<file path="config.mk">
export PLATFORM = sky130hd
export DESIGN_NAME = vec_prio_arb
export DESIGN_NICKNAME = d
export VERILOG_FILES = /design/src/rtl/vpa_pkg.sv /design/src/rtl/vpa_msb_find.sv /design/src/rtl/vpa_ppr_calc.sv /design/src/rtl/vpa_word_bank.sv /design/src/rtl/vec_prio_arb.sv
export SDC_FILE = /design/constraint.sdc
export NUM_CORES = 2
export LEC_CHECK = 0
export BUFFER_PORTS_ARGS = -buffer_cell sky130_fd_sc_hd__buf_2
export CELL_PAD_IN_SITES_DETAIL_PLACEMENT = 1
export CELL_PAD_IN_SITES_GLOBAL_PLACEMENT = 2
export CORE_MARGIN = 4
export CORE_UTILIZATION = 35
export CTS_CLUSTER_SIZE = 25
export DETAILED_ROUTE_END_ITERATION = 8
export PLACE_DENSITY = 0.72
export SLEW_MARGIN = 5
export SYNTH_ARGS = -nofsm -noshare
export SYNTH_HDL_FRONTEND = slang
export SYNTH_SLANG_ARGS = --single-unit
</file>
<file path="constraint.sdc">
create_clock -name clk -period 17.4 [get_ports clk]
set_clock_uncertainty 0.05 [all_clocks]
set_input_delay 2.61 -clock clk [delete_from_list [all_inputs] [get_ports clk]]
set_output_delay 2.61 -clock clk [all_outputs]
set_load 0.02 [all_outputs]
</file>
<file path="src/rtl/vpa_pkg.sv">
// Package: shared constants and the trigger-mode type for the vectored
// interrupt priority arbiter.
package vpa_pkg;
    localparam int VPA_NVEC   = 256;  // number of vectors
    localparam int VPA_WORDW  = 32;   // bits per storage word
    localparam int VPA_CLASSW = 4;    // width of the priority class field

    typedef enum logic {
        TRIG_EDGE  = 1'b0,
        TRIG_LEVEL = 1'b1
    } trig_e;
endpackage

</file>
<file path="src/rtl/vpa_msb_find.sv">
// Module: vpa_msb_find
// Finds the highest set bit of a vector, combinationally.
// Assumes W is a power of two. When no bit is set, idx is 0 and any is 0.
module vpa_msb_find #(
    parameter int W  = 256,
    parameter int IW = $clog2(W)
) (
    input  logic [W-1:0]  bits,
    output logic [IW-1:0] idx,
    output logic          any
);
    // Scan upward so that the last set bit found is the highest one.
    always_comb begin
        idx = '0;
        any = 1'b0;
        for (int i = 0; i < W; i++) begin
            if (bits[i]) begin
                idx = IW'(i);
                any = 1'b1;
            end
        end
    end
endmodule

</file>
<file path="src/rtl/vpa_ppr_calc.sv">
// Module: vpa_ppr_calc
// Derives the processor priority from the task priority and the highest
// in-service vector. Assumes CW < VW. An empty in-service set counts as
// vector 0.
module vpa_ppr_calc #(
    parameter int VW = 8,
    parameter int CW = 4
) (
    input  logic [VW-1:0] tpr,
    input  logic [VW-1:0] isr_top,
    input  logic          isr_any,
    output logic [VW-1:0] ppr
);
    localparam int LW = VW - CW;

    logic [CW-1:0] isr_cls;

    // Keep the task priority when its class is at least the in-service class.
    always_comb begin
        isr_cls = isr_any ? isr_top[VW-1:LW] : '0;
        if (tpr[VW-1:LW] >= isr_cls)
            ppr = tpr;
        else
            ppr = {isr_cls, LW'(0)};
    end
endmodule

</file>
<file path="src/rtl/vpa_word_bank.sv">
// Module: vpa_word_bank
// One storage word each of the pending, in-service and trigger bitmaps.
// Assumes the top decodes the word select lines. Within one cycle the
// clears from acknowledge and EOI are applied before the sets from accept,
// so a request raised in the same cycle is not lost.
module vpa_word_bank #(
    parameter int WORDW = 32,
    parameter int BW    = $clog2(WORDW)
) (
    input  logic             clk,
    input  logic             rst_n,
    input  logic             hit_ack,
    input  logic [BW-1:0]    ack_bit,
    input  logic             hit_eoi,
    input  logic [BW-1:0]    eoi_bit,
    input  logic             hit_acc,
    input  logic [BW-1:0]    acc_bit,
    input  vpa_pkg::trig_e   acc_trig,
    output logic [WORDW-1:0] irr,
    output logic [WORDW-1:0] isr,
    output logic [WORDW-1:0] tmr
);
    logic [WORDW-1:0] irr_n, isr_n, tmr_n;

    // Next state: clears first, then the accept's set.
    always_comb begin
        irr_n = irr;
        isr_n = isr;
        tmr_n = tmr;
        if (hit_ack) begin
            isr_n[ack_bit] = 1'b1;
            irr_n[ack_bit] = 1'b0;
        end
        if (hit_eoi) begin
            isr_n[eoi_bit] = 1'b0;
            tmr_n[eoi_bit] = 1'b0;
        end
        if (hit_acc) begin
            irr_n[acc_bit] = 1'b1;
            tmr_n[acc_bit] = (acc_trig == vpa_pkg::TRIG_LEVEL);
        end
    end

    // State registers, cleared by reset.
    always_ff @(posedge clk) begin
        if (!rst_n) begin
            irr <= '0;
            isr <= '0;
            tmr <= '0;
        end else begin
            irr <= irr_n;
            isr <= isr_n;
            tmr <= tmr_n;
        end
    end

    // the trigger bit follows the trigger mode of the accept.
    a_r10_tmr_follows_accept: assert property (@(posedge clk) disable iff (!rst_n)
        hit_acc |=> (tmr[$past(acc_bit)] == ($past(acc_trig) == vpa_pkg::TRIG_LEVEL)));

    // an acknowledged bit is in service afterwards.
    a_r7_ack_in_service: assert property (@(posedge clk) disable iff (!rst_n)
        hit_ack |=> isr[$past(ack_bit)]);
endmodule

</file>
<file path="src/rtl/vec_prio_arb.sv">
// Module: vec_prio_arb
// Vectored interrupt priority arbiter for one core. It holds the pending,
// in-service and trigger bitmaps, derives the processor priority, offers
// the highest pending vector, and retires vectors on EOI, broadcasting
// level EOIs. Assumes ack_req is raised only for one cycle per acknowledge
// and that the core samples int_vec in that same cycle.
module vec_prio_arb #(
    parameter int NVEC   = vpa_pkg::VPA_NVEC,
    parameter int WORDW  = vpa_pkg::VPA_WORDW,
    parameter int CLASSW = vpa_pkg::VPA_CLASSW
) (
    input  logic                      clk,
    input  logic                      rst_n,
    input  logic                      hw_en,
    input  logic                      sw_en,
    input  logic                      acc_valid,
    input  logic [$clog2(NVEC)-1:0]   acc_vector,
    input  logic                      acc_level,
    output logic                      acc_ok,
    input  logic                      ack_req,
    input  logic                      eoi,
    input  logic                      tpr_we,
    input  logic [$clog2(NVEC)-1:0]   tpr_wdata,
    output logic                      int_pend,
    output logic [$clog2(NVEC)-1:0]   int_vec,
    output logic [$clog2(NVEC)-1:0]   ppr,
    output logic                      leoi_valid,
    output logic [$clog2(NVEC)-1:0]   leoi_vec
);
    localparam int VW    = $clog2(NVEC);
    localparam int BW    = $clog2(WORDW);
    localparam int NWORD = NVEC / WORDW;
    localparam int SW    = VW - BW;
    localparam int LW    = VW - CLASSW;

    logic [NWORD-1:0][WORDW-1:0] irr_w, isr_w, tmr_w;
    logic [NVEC-1:0] irr_flat, isr_flat, tmr_flat;
    logic [VW-1:0]   irr_top, isr_top, tpr_q;
    logic            irr_any, isr_any;
    logic            en, ack_fire, eoi_fire, acc_fire, already, eoi_level;
    vpa_pkg::trig_e  acc_trig;

    assign irr_flat = irr_w;
    assign isr_flat = isr_w;
    assign tmr_flat = tmr_w;

    // Find the highest pending vector.
    vpa_msb_find #(.W(NVEC), .IW(VW)) u_irr_top (
        .bits(irr_flat), .idx(irr_top), .any(irr_any));

    // Find the highest in-service vector.
    vpa_msb_find #(.W(NVEC), .IW(VW)) u_isr_top (
        .bits(isr_flat), .idx(isr_top), .any(isr_any));

    // Derive the processor priority.
    vpa_ppr_calc #(.VW(VW), .CW(CLASSW)) u_ppr (
        .tpr(tpr_q), .isr_top(isr_top), .isr_any(isr_any), .ppr(ppr));

    // Offer, handshake and accept qualification.
    always_comb begin
        en        = hw_en & sw_en;
        int_vec   = irr_top;
        int_pend  = en & irr_any & ({irr_top[VW-1:LW], LW'(0)} > ppr);
        ack_fire  = ack_req & int_pend;
        eoi_fire  = eoi & isr_any;
        eoi_level = tmr_flat[isr_top];
        acc_fire  = acc_valid & en;
        already   = irr_flat[acc_vector] & ~(ack_fire && (int_vec == acc_vector));
        acc_ok    = acc_fire & ~already;
        acc_trig  = acc_level ? vpa_pkg::TRIG_LEVEL : vpa_pkg::TRIG_EDGE;
    end

    // One bank per storage word, selected by the upper vector bits.
    for (genvar w = 0; w < NWORD; w++) begin : g_word
        vpa_word_bank #(.WORDW(WORDW), .BW(BW)) u_bank (
            .clk      (clk),
            .rst_n    (rst_n),
            .hit_ack  (ack_fire && (int_vec[VW-1:BW] == SW'(w))),
            .ack_bit  (int_vec[BW-1:0]),
            .hit_eoi  (eoi_fire && (isr_top[VW-1:BW] == SW'(w))),
            .eoi_bit  (isr_top[BW-1:0]),
            .hit_acc  (acc_fire && (acc_vector[VW-1:BW] == SW'(w))),
            .acc_bit  (acc_vector[BW-1:0]),
            .acc_trig (acc_trig),
            .irr      (irr_w[w]),
            .isr      (isr_w[w]),
            .tmr      (tmr_w[w])
        );
    end

    // Task priority register.
    always_ff @(posedge clk) begin
        if (!rst_n)      tpr_q <= '0;
        else if (tpr_we) tpr_q <= tpr_wdata;
    end

    // Level EOI broadcast, registered for one cycle.
    always_ff @(posedge clk) begin
        if (!rst_n) begin
            leoi_valid <= 1'b0;
            leoi_vec   <= '0;
        end else begin
            leoi_valid <= eoi_fire & eoi_level;
            if (eoi_fire) leoi_vec <= isr_top;
        end
    end

    // a broadcast only follows an EOI strobe.
    a_r8_leoi_after_eoi: assert property (@(posedge clk) disable iff (!rst_n)
        leoi_valid |-> $past(eoi));

    // an EOI with nothing in service gives no broadcast.
    a_r9_empty_eoi_silent: assert property (@(posedge clk) disable iff (!rst_n)
        (eoi && !isr_any) |=> !leoi_valid);

    // a disabled accept is never reported as recorded.
    a_r3_drop_not_ok: assert property (@(posedge clk) disable iff (!rst_n)
        (acc_valid && !(hw_en && sw_en)) |-> !acc_ok);

    // a qualified accept leaves its request bit set.
    a_r2_accept_sets: assert property (@(posedge clk) disable iff (!rst_n)
        acc_fire |=> irr_flat[$past(acc_vector)]);

    // an acknowledge clears the request unless it is raised again at once.
    a_r7_ack_clears_irr: assert property (@(posedge clk) disable iff (!rst_n)
        (ack_fire && !(acc_fire && (acc_vector == int_vec))) |=> !irr_flat[$past(int_vec)]);

    // the processor priority never falls below the task priority.
    a_r6_ppr_floor: assert property (@(posedge clk) disable iff (!rst_n)
        ppr >= tpr_q);

    // nothing is offered while disabled.
    a_r12_no_offer_disabled: assert property (@(posedge clk) disable iff (!rst_n)
        !(hw_en && sw_en) |-> !int_pend);
endmodule

</file>
==> flow_summary.rst <==
.. list-table::
   :header-rows: 1

   * - Metric
     - Value
   * - Pins over their slew limit
     - 0
   * - Tightest Pin Transition
     - 1460 ps
   * - Total Power Consumption
     - 4.20 mW
   * - Worst skew pair latency
     - 730 ps
   * - Most used flip-flop cell after synthesis
     - sky130_fd_sc_hd__dfxtp_1
   * - DR pass1 iterations
     - 6
   * - Global-route wire length before repair
     - 361000 um
   * - Post-synthesis cell area
     - 41900 um2
   * - Iteration-0 DRC Markers
     - 6694
   * - Critical path's slowest cell
     - sky130_fd_sc_hd__nor4_1
   * - Startpoint class of the critical path
     - flop
   * - Yosys cell types
     - 88
   * - Most used cells in the layout excluding fill and tap cells
     - 785 x sky130_fd_sc_hd__dfxtp_1, 684 x sky130_fd_sc_hd__a21oi_1, 557 x sky130_fd_sc_hd__nand2_1, 505 x sky130_fd_sc_hd__nor2_1, 403 x sky130_fd_sc_hd__o21ai_0
   * - WL final
     - 262000 um
   * - Net count reported at finish
     - 5308
   * - Post-detailed-route wirelength per cell
     - 37.6 um
   * - Setup tns final
     - 0 ps
   * - Initial antenna violation count
     - 23
   * - Yosys Warn Count
     - 0
   * - Core area
     - 118000 um2
   * - Initial cell density of the core
     - 35.4%
   * - Data arrival time of the critical path
     - 8330 ps
   * - Maximum number of pins on one net before global-route repair
     - 101
   * - Total number of vias
     - 47615
   * - Setup repair after global routing missed its margin
     - false
   * - Number of flops mapped to enable cells by yosys
     - 0
   * - Max-capacitance violation count
     - 0
   * - Cells after synthesis
     - 5400
   * - Register area share after synthesis
     - 37.5%
   * - Worst Path Class, Setup
     - reg -> out
   * - Number of clock sinks seen by CTS
     - 785
   * - Critical path, cell by cell
     - nor4_1 > and4_1 > nand2b_1 > o21ai_0 > a21oi_1 > o21ai_1 > buf_4 > clkinv_1 > ha_1 > a21o_1 > a21o_1 > a21oi_1 > nor2_1 > a21o_1 > ha_1 > a21o_1 > a21o_1 > a21oi_1 > nor2_1 > and4_1 > buf_4 > nand4_1 > o41ai_1 > buf_2
   * - Outcome
     - finished clean
   * - Required time at the worst-slack endpoint
     - 14740 ps
   * - Time the worst path needs with I/O delays and setup
     - 10990 ps
   * - Synthesized net count
     - 5433
   * - Leakage component of the power
     - 16.2 nW
   * - Die Wd
     - 354 um
   * - Most frequent cell on the critical path
     - sky130_fd_sc_hd__a21o_1
   * - Clock-pin slew reported for the worst setup and hold paths after clock tree synthesis
     - 60 ps
   * - Worst hold path type
     - reg -> reg
   * - Mean area per synthesized cell
     - 7.75 um2
   * - Antenna Nets Post-Route
     - 0
   * - Library cell used as clock root buffer
     - sky130_fd_sc_hd__clkbuf_16
   * - Die area
     - 125000 um2
   * - Synthesis-to-layout area growth
     - 13.1%
   * - Via count of the first global-routing pass
     - 45326
   * - Final estimated routing congestion in global placement
     - 0.973
   * - Share of synthesized registers carrying an async set or reset
     - 0%
   * - Worst ir drop on vdd
     - 0.0000747 V
   * - Headroom to the max-slew limit
     - 2.39%
   * - Fraction of final layout cells sized beyond drive strength 1
     - 13.0%
   * - Biggest fanout along the worst timing path
     - 12
   * - Synthesis-stage register bit count
     - 785
   * - Commonest non-fill, non-tap cell in the layout
     - sky130_fd_sc_hd__dfxtp_1
   * - Count of cells resized by post-cts repair
     - 0
   * - Hold-fix buffers, CTS
     - 0
   * - Detailed-placement wirelength estimate
     - 182000 um
   * - Power density of the placed cells
     - 88.8 nW/um2
   * - Clock tree from TritonCTS
     - built
   * - Remaining DRCs
     - 0
   * - CTS max path bufs
     - 3
   * - Chip Height
     - 354 um
   * - Peak Freq
     - 0.0910 GHz
   * - Category of the worst setup path capture point
     - primary output
   * - FP Rows
     - 126
   * - Number of H-tree levels
     - 3
   * - Total GRT Usage
     - 40.1%
   * - Number of CTS-inserted buffers
     - 94
   * - Total of buffers placed on input and output ports
     - 51
   * - Peak per-stage delay on the critical path
     - 950 ps
   * - Fin crit share
     - 63.2%
   * - Finish-stage setup viols
     - 0
   * - Post CTS Setup Buffer Count
     - 0
   * - Total congestion overflow after global routing
     - 0
   * - Number of top-level pins
     - 52
   * - Via density per instance
     - 6.83
   * - Fin. Hold Viols
     - 0
## worst max-delay path: cells and delay by family, from the launching register on
kind	cells	cell delay, ps
buffers and inverters	4	1410
and+or+nand+nor	7	2030
DFF	1	330
AOI/OAI and AO/OA	11	2980
adders and majority gates	2	830
## layout make-up
type	instances	area, um2
Tap cell	1600	2000
Timing Repair Buffer	203	1430
Multi-Input combinational cell	4084	24400
Fill cell	14143	71100
Antenna cell	16	40.0
Sequential cell	785	15700
Clock buffer	144	2920
Clock inverter	30	378
Inverter	107	412
## flip-flops by register name (all words and copies together), names as in the netlist
register	cells
g_word.u_bank.irr	256
leoi_valid	1
tpr_q	8
g_word.u_bank.tmr	256
g_word.u_bank.isr	256
leoi_vec	8
## synthesized netlist by cell type, types with 38 or more instances
library cell	count	area [um2]
sky130_fd_sc_hd__o31ai_1	43	323
sky130_fd_sc_hd__o211ai_1	206	1550
sky130_fd_sc_hd__o21ai_0	404	2020
sky130_fd_sc_hd__nand3_1	382	1910
sky130_fd_sc_hd__nor4_1	176	1100
sky130_fd_sc_hd__dfxtp_1	785	15700
sky130_fd_sc_hd__nor2_1	531	1990
sky130_fd_sc_hd__nand2b_1	42	263
sky130_fd_sc_hd__nand4_1	45	282
sky130_fd_sc_hd__inv_1	104	390
sky130_fd_sc_hd__a31oi_1	67	419
sky130_fd_sc_hd__a21oi_1	686	3430
sky130_fd_sc_hd__clkbuf_1	375	1410
sky130_fd_sc_hd__mux2i_1	76	761
sky130_fd_sc_hd__nand2_1	577	2170
sky130_fd_sc_hd__nor3_1	111	556
sky130_fd_sc_hd__a22oi_1	59	443
sky130_fd_sc_hd__nor2b_1	38	238
sky130_fd_sc_hd__mux4_2	65	1460
sky130_fd_sc_hd__o221a_2	131	1480
## logic make-up (layout without fill, tap and decap cells)
group	Yosys count	count (layout)	synth area share, %
xor+xnor	7	7	0.146
compound gates	1859	1859	28.5
flops	785	785	37.5
fa+ha+maj	8	8	0.239
buf+inv	531	484	4.91
simple gates	2045	2045	22.8
mux	165	165	5.96
other cells	0	16	0
## power by group
group          internal (mW)  switching, mW
registers               1.80        0.00208
clock network           1.27          0.893
logic                 0.0410          0.200
## stage by stage
step                hold slack, ps  instances  utilization [%]  cell area (um2)  setup WS, ps
global route                   440       6953             39.9            47300          6300
detailed placement             412       6779             37.2            44000          7450
finish                         419       6969             40.0            47300          6410
floorplan                      394       5400                -            41900          9270
CTS                            420       6953             39.9            47300          6640
global placement               402       6779             37.2            44000          7550
## final timing paths
check	slack (ps)	start	endpoint	depth (start not counted)
max reg2reg	8080	g_word[2].u_bank.isr[0]$_SDFF_PN0_	g_word[2].u_bank.isr[20]$_SDFF_PN0_	27
min reg2reg	420	g_word[1].u_bank.tmr[5]$_SDFF_PN0_	g_word[1].u_bank.tmr[5]$_SDFF_PN0_	2
min	420	g_word[1].u_bank.tmr[5]$_SDFF_PN0_	g_word[1].u_bank.tmr[5]$_SDFF_PN0_	2
max	6410	g_word[2].u_bank.isr[0]$_SDFF_PN0_	acc_ok	24
## layer usage
layer	vias to the layer above	GRT usage, %	wire [um]
met5	-	0	79
met4	12	24.0	18600
met3	651	9.15	25800
met2	2681	59.1	110000
met1	24319	53.3	107000
li1	19952	-	-
No activity file was read; power rests on OpenSTA's default activity.
